===== src/rtl/lbd_pkg.sv =====
// Shared definitions for the loopback code detector.
// Assumes: the control requests are already synchronous to the receive clock.
package lbd_pkg;

    typedef enum logic [1:0] {
        CMD_NONE    = 2'd0,
        CMD_ARM     = 2'd1,
        CMD_RELEASE = 2'd2
    } ctl_cmd_e;

    localparam int NUM_CODES = 2;
    localparam int IDX_ACT   = 0;
    localparam int IDX_REL   = 1;

    // Repeat period of each searched code: activate code first, release code second.
    function automatic int code_period(input int idx);
        return (idx == IDX_ACT) ? 5 : 3;
    endfunction

    // Turns the three control requests into one command; all three high arms the search.
    function automatic ctl_cmd_e decode_ctl(input logic remote, input logic local_lb,
                                            input logic ones);
        if (remote && local_lb && ones) return CMD_ARM;
        if (remote)                     return CMD_RELEASE;
        return CMD_NONE;
    endfunction

endpackage


===== src/rtl/lbd_code_match.sv =====
// Searches for one repeating code of period PERIOD containing a single 1.
// A cycle qualifies when the bit matches the bit PERIOD cycles back and the
// last PERIOD bits hold exactly one 1. hit is high on the HOLD-th and every
// later consecutive qualifying cycle.
// Assumes: PERIOD >= 2, HOLD >= 1, one bit per clock.
module lbd_code_match #(
    parameter int PERIOD = 5,
    parameter int HOLD   = 7720000
) (
    input  logic clk,
    input  logic rst_n,
    input  logic run,
    input  logic bit_in,
    output logic hit
);
    localparam int CW = $clog2(HOLD + 1);
    localparam logic [CW-1:0] LAST = CW'(HOLD - 1);

    logic [PERIOD-1:0] hist;
    logic [PERIOD-1:0] window;
    logic [CW-1:0]     cnt;
    logic              qual;

    assign window = {hist[PERIOD-2:0], bit_in};

    // Qualifies the current bit against the code shape and period.
    always_comb begin
        qual = run && (bit_in == hist[PERIOD-1]) && ($countones(window) == 1);
    end

    assign hit = qual && (cnt == LAST);

    // Keeps the last PERIOD received bits, newest in bit 0.
    always_ff @(posedge clk) begin
        if (!rst_n) hist <= '0;
        else        hist <= {hist[PERIOD-2:0], bit_in};
    end

    // Counts consecutive qualifying cycles, saturating at HOLD-1.
    always_ff @(posedge clk) begin
        if (!rst_n || !qual) cnt <= '0;
        else if (cnt != LAST) cnt <= cnt + 1'b1;
    end

endmodule


===== src/rtl/lbd_irq.sv =====
// Change-detect interrupt: any source differing from its value at the
// previous edge sets a pending flag; ack clears it unless a change coincides.
// Assumes: sources in FOLLOW_MASK are external and track their input during
// reset; the others reset to 0 together with their driver.
module lbd_irq #(
    parameter int NSRC = 3,
    parameter logic [NSRC-1:0] FOLLOW_MASK = '0
) (
    input  logic            clk,
    input  logic            rst_n,
    input  logic [NSRC-1:0] src,
    input  logic            ack,
    output logic            irq_n
);
    logic [NSRC-1:0] prev;
    logic            pend;

    // Remembers every source at the last edge.
    always_ff @(posedge clk) begin
        if (!rst_n) prev <= src & FOLLOW_MASK;
        else        prev <= src;
    end

    // Holds the interrupt until acknowledged; a new change wins over ack.
    always_ff @(posedge clk) begin
        if (!rst_n)              pend <= 1'b0;
        else if (|(src ^ prev))  pend <= 1'b1;
        else if (ack)            pend <= 1'b0;
    end

    assign irq_n = ~pend;

endmodule


===== src/rtl/lbcode_detector.sv =====
// Loopback code detector top: arms on the combined control request, runs one
// matcher per code, keeps the loopback status and raises the interrupt.
// Assumes: rx_bit carries one received bit per clock; HOLD in clock cycles.
module lbcode_detector #(
    parameter int HOLD = 7720000
) (
    input  logic clk,
    input  logic rst_n,
    input  logic rx_bit,
    input  logic remote_req,
    input  logic local_req,
    input  logic ones_req,
    input  logic ais_in,
    input  logic los_in,
    input  logic irq_ack,
    output logic nlb_status,
    output logic nlb_route,
    output logic irq_n
);
    import lbd_pkg::*;

    ctl_cmd_e               cmd;
    logic                   armed;
    logic [NUM_CODES-1:0]   hit;

    assign cmd = decode_ctl(remote_req, local_req, ones_req);

    // Arms the search on the combined request, disarms on a plain remote request.
    always_ff @(posedge clk) begin
        if (!rst_n)                  armed <= 1'b0;
        else if (cmd == CMD_RELEASE) armed <= 1'b0;
        else if (cmd == CMD_ARM)     armed <= 1'b1;
    end

    // One matcher per code.
    for (genvar g = 0; g < NUM_CODES; g++) begin : g_code
        lbd_code_match #(
            .PERIOD(code_period(g)),
            .HOLD  (HOLD)
        ) u_match (
            .clk   (clk),
            .rst_n (rst_n),
            .run   (armed),
            .bit_in(rx_bit),
            .hit   (hit[g])
        );
    end

    // Loopback status: release request first, then activate, then release code.
    always_ff @(posedge clk) begin
        if (!rst_n)                  nlb_status <= 1'b0;
        else if (cmd == CMD_RELEASE) nlb_status <= 1'b0;
        else if (hit[IDX_ACT])       nlb_status <= 1'b1;
        else if (hit[IDX_REL])       nlb_status <= 1'b0;
    end

    assign nlb_route = nlb_status && !local_req;

    lbd_irq #(
        .NSRC       (3),
        .FOLLOW_MASK(3'b110)
    ) u_irq (
        .clk  (clk),
        .rst_n(rst_n),
        .src  ({los_in, ais_in, nlb_status}),
        .ack  (irq_ack),
        .irq_n(irq_n)
    );

endmodule


===== config.mk =====
export PLATFORM = sky130hd
export DESIGN_NAME = lbcode_detector
export DESIGN_NICKNAME = d
export VERILOG_FILES = /design/src/rtl/lbd_pkg.sv /design/src/rtl/lbd_code_match.sv /design/src/rtl/lbd_irq.sv /design/src/rtl/lbcode_detector.sv
export SDC_FILE = /design/constraint.sdc
export NUM_CORES = 1
export LEC_CHECK = 0
export BUFFER_PORTS_ARGS = -buffer_cell sky130_fd_sc_hd__buf_2
export CORE_ASPECT_RATIO = 0.8
export CORE_MARGIN = 2
export CORE_UTILIZATION = 52
export CTS_CLUSTER_SIZE = 40
export DETAILED_ROUTE_END_ITERATION = 12
export GPL_ROUTABILITY_DRIVEN = 0
export PLACE_DENSITY = 0.73
export SLEW_MARGIN = 20
export SYNTH_ARGS = -nofsm -noshare
export SYNTH_HDL_FRONTEND = slang
export SYNTH_SLANG_ARGS = --single-unit

===== constraint.sdc =====
create_clock -name clk -period 5 [get_ports clk]
set_input_delay 0.25 -clock clk [delete_from_list [all_inputs] [get_ports clk]]
set_output_delay 0.25 -clock clk [all_outputs]
set_load 0.02 [all_outputs]

==> impl_metrics.prom <==
# TYPE chip_impl_metric gauge
chip_impl_metric{name="drt-total-wl",unit="µm"} 4950
chip_impl_metric{name="worst-path-max-fanout",unit=""} 23
chip_impl_metric{name="post_route_cells_drive_above_1_share",unit=""} 0.125
chip_impl_metric{name="remaining_antenna_violation_count",unit=""} 0
chip_impl_metric{name="synth.avg_cell_area",unit="µm²"} 9.06
chip_impl_metric{name="avgViaCountPerCell",unit=""} 5.34
chip_impl_metric{name="worstSkewPairLatency",unit="ps"} 350
chip_impl_metric{name="layout_worst_path_cycle_share",unit=""} 0.510
chip_impl_metric{name="dr.first_iter.drc_count",unit=""} 164
chip_impl_info{name="postSynth.topFlopCell",value="dfxtp_1"} 1
chip_impl_info{name="critical_path.startpoint_type",value="flip-flop"} 1
chip_impl_metric{name="num_vias",unit=""} 2044
chip_impl_metric{name="numPortBuffers",unit=""} 11
chip_impl_metric{name="place_hpwl",unit="µm"} 3350
chip_impl_info{name="yosysTopAreaCell",value="dfxtp_1"} 1
chip_impl_metric{name="synth_top_cell_area_share",unit=""} 0.416
chip_impl_metric{name="clock_tree.htree_level_count",unit=""} 3
chip_impl_metric{name="p_sw_frac",unit=""} 0.203
chip_impl_metric{name="timing_worst_slew_pin_value",unit="ps"} 963
chip_impl_metric{name="power.ir.vdd_worst",unit="mV"} 0.212
chip_impl_metric{name="rows",unit=""} 23
chip_impl_info{name="tritoncts",value="built"} 1
chip_impl_metric{name="fmax",unit="GHz"} 0.393
chip_impl_metric{name="synth.distinct_cells",unit=""} 45
chip_impl_metric{name="max-slew-margin-rel",unit=""} 0.356
chip_impl_metric{name="die_area",unit="µm²"} 5880
chip_impl_metric{name="p_clk_frac",unit=""} 0.504
chip_impl_metric{name="seq_power_share",unit=""} 0.474
chip_impl_metric{name="p_int",unit="µW"} 773
chip_impl_info{name="critPathKind",value="reg -> reg"} 1
chip_impl_info{name="run_status",value="finished, final reports clean"} 1
chip_impl_metric{name="fill_cells",unit=""} 434
chip_impl_metric{name="synthArstFlopShare",unit=""} 0
chip_impl_metric{name="setup_viol",unit=""} 0
chip_impl_metric{name="p_per_area",unit="nW/µm²"} 316
chip_impl_metric{name="ios",unit=""} 12
chip_impl_metric{name="area_growth_syn_to_layout",unit="%"} 11.7
chip_impl_metric{name="first_global_vias",unit=""} 1838
chip_impl_metric{name="grt.overflow.total",unit=""} 0
chip_impl_metric{name="cts_bufs_inserted",unit=""} 9
chip_impl_metric{name="ys_warn_count",unit=""} 0
chip_impl_metric{name="grt_first_pass_wirelength",unit="µm"} 8440
chip_impl_metric{name="cells_after_dpl",unit=""} 367
chip_impl_info{name="netlist_top_cells_count",value="57 x dfxtp_1, 48 x nor2_1, 24 x xnor2_1"} 1
chip_impl_metric{name="hold_buffers",unit=""} 0
chip_impl_metric{name="post_layout_nonfiller_instances",unit=""} 383
chip_impl_metric{name="dr.pass1.iters",unit=""} 4
chip_impl_metric{name="critical_path_arrival",unit="ps"} 2740
chip_impl_info{name="worstHoldPathType",value="in -> reg"} 1
chip_impl_metric{name="synth-edff-count",unit=""} 0
chip_impl_info{name="cp-end-kind",value="flip-flop"} 1
chip_impl_metric{name="initial_core_util",unit=""} 0.545
chip_impl_info{name="clockRootBuffer",value="clkbuf_8"} 1
chip_impl_metric{name="grt_start_max_net_pins",unit=""} 24
chip_impl_metric{name="number_of_gates_resized_after_cts",unit=""} 0
chip_impl_metric{name="netlist_area",unit="µm²"} 2740
chip_impl_metric{name="post-route-util",unit=""} 0.608
chip_impl_metric{name="grt_use_total",unit=""} 0.192
chip_impl_metric{name="critical_path_required",unit="ps"} 5200
chip_impl_metric{name="die_w",unit="µm"} 85.2
chip_impl_info{name="grt_setup_unrepaired",value="no"} 1
chip_impl_metric{name="clk_buf_depth",unit=""} 2
chip_impl_metric{name="finish.net_count",unit=""} 334
chip_impl_metric{name="clock-sinks",unit=""} 57
chip_impl_metric{name="coreArea",unit="µm²"} 5040
chip_impl_metric{name="synthCells",unit=""} 303
chip_impl_info{name="synth_area_leaders",value="dfxtp_1 42%, xnor2_1 7.7%, nor2_1 6.6%"} 1
chip_impl_metric{name="routedWlPerCell",unit="µm"} 12.9
chip_impl_metric{name="comb_power_share",unit=""} 0.022
chip_impl_metric{name="seq_area_frac_synth",unit=""} 0.416
chip_impl_metric{name="finalHoldViolations",unit=""} 0
chip_impl_metric{name="antenna_violations_before_repair",unit=""} 0
chip_impl_metric{name="post-cts-setup-buffers",unit=""} 0
chip_impl_metric{name="synth_seq_cells",unit=""} 57
chip_impl_metric{name="final-max-slew-violation-count",unit=""} 0
chip_impl_metric{name="cap_viol_max_count",unit=""} 0
chip_impl_metric{name="clk_pin_slew",unit="ps"} 60
chip_impl_metric{name="cellLeakagePower",unit="µW"} 0.00107
chip_impl_metric{name="syn_nets",unit=""} 321
chip_impl_metric{name="fin_setup_tns",unit="ps"} 0
chip_impl_metric{name="fin_total_pwr",unit="µW"} 969
chip_impl_metric{name="worst_clock_skew",unit="ps"} 7.91
chip_impl_metric{name="insertedDiodeCount",unit=""} 0
chip_impl_info{name="synth_most_common_cell",value="dfxtp_1"} 1
chip_impl_metric{name="total_switching_power",unit="µW"} 197
chip_impl_metric{name="remaining_routing_drc_violations",unit=""} 0
chip_impl_metric{name="shortest_period_the_worst_path_allows",unit="ps"} 2550
chip_impl_metric{name="die_height",unit="µm"} 69.0
==> power groups by stage <==
stage	clock [µW]	sequential [µW]	combinational, µW
floorplan	0	469	13.9
global placement	0	470	20.7
detailed placement	0	470	22.0
CTS	501	459	22.0
global route	522	460	24.6
finish	488	459	21.8
==> worst max-delay path, cell delays in order (launching register included) <==
cell and delay (ps):
dfxtp_1 350, ha_1 340, fa_1 390, inv_1 70, fa_1 400, nand4_1 100, nor2_1 60, nand2_1 560
nor2_1 130
==> cell usage in the layout, fill, tap and decap left out, types with 2 or more instances in the layout <==
master / netlist / routed
buf_2: 0 / 11
nand3_1: 18 / 18
and3_1: 5 / 5
mux2i_1: 2 / 2
nor2_1: 48 / 48
xnor2_1: 24 / 24
o311ai_0: 2 / 2
nand4_1: 10 / 10
and2_1: 9 / 9
o21ai_0: 4 / 4
nor4bb_1: 2 / 2
xor2_1: 20 / 20
clkinv_2: 0 / 2
a21boi_0: 2 / 2
nor3_1: 12 / 12
nand2_1: 17 / 17
ha_1: 6 / 6
and4_1: 2 / 2
clkbuf_8: 0 / 11
fa_1: 3 / 3
nor4_1: 2 / 2
dfxtp_1: 57 / 57
inv_1: 17 / 17
nor4_4: 4 / 4
bufinv_16: 0 / 2
or3_1: 3 / 3
a21oi_1: 6 / 6
==> stage by stage <==
stage / area (µm²) / worst slack (ps) / hold WS [ps]
6_report: 3060 / 2450 / 29.9
3_3_place_gp: 2840 / 2490 / 382
5_1_grt: 3060 / 2230 / 1.92
3_5_place_dp: 2840 / 2410 / 379
2_1_floorplan: 2740 / 2790 / 278
4_1_cts: 3060 / 2430 / 10.6
==> cells by family after synthesis <==
kind of cell / count (synthesis) / synth area share
AO/OA/AOI/OAI: 19 / 0.0451
XOR/XNOR: 44 / 0.140
adder cells (fa/ha/maj): 9 / 0.0492
buffers and inverters: 26 / 0.0383
flip-flops: 57 / 0.416
multiplexers: 2 / 0.00730
AND/OR/NAND/NOR: 146 / 0.304
==> metal layers <==
layer  share of wire  global-route usage  up-vias
met4           0.015              0.0893        0
met3           0.043              0.0857        9
met1            0.51               0.241      949
li1                -                   -     1051
met2            0.43               0.285       35
met5               0                   0        -
==> sequential cells by signal, summed over array words and instances, names as in the netlist <==
register and count:
armed 1, g_code.u_match.cnt 46, g_code.u_match.hist 5, nlb_status 1
u_irq.pend 1, u_irq.prev 3
==> final cells by class <==
| cell class | instances | area (µm²) | share of cell area |
|---|---|---|---|
| flip-flops and latches | 57 | 1140 | 0.372 |
| clock inverters | 5 | 77.6 | 0.0253 |
| inverters | 17 | 63.8 | 0.0208 |
| multi-input cells | 220 | 1500 | 0.489 |
| repair buffers | 11 | 55.1 | 0.0180 |
| well taps | 62 | 77.6 | 0.0253 |
| clock buffers | 11 | 151 | 0.0494 |
==> path summary, 6_finish.rpt <==
kind,slack (ps),cells after the start,startpoint,end
max,2450,8,g_code[0].u_match.hist[1],g_code[0].u_match.cnt[9]
min,30,1,los_in,u_irq.prev[2]
max reg2reg,2450,8,g_code[0].u_match.hist[1],g_code[0].u_match.cnt[9]
min reg2reg,500,1,g_code[0].u_match.hist[0],g_code[0].u_match.hist[1]
Note: power is estimated with default switching activity, not from simulation.
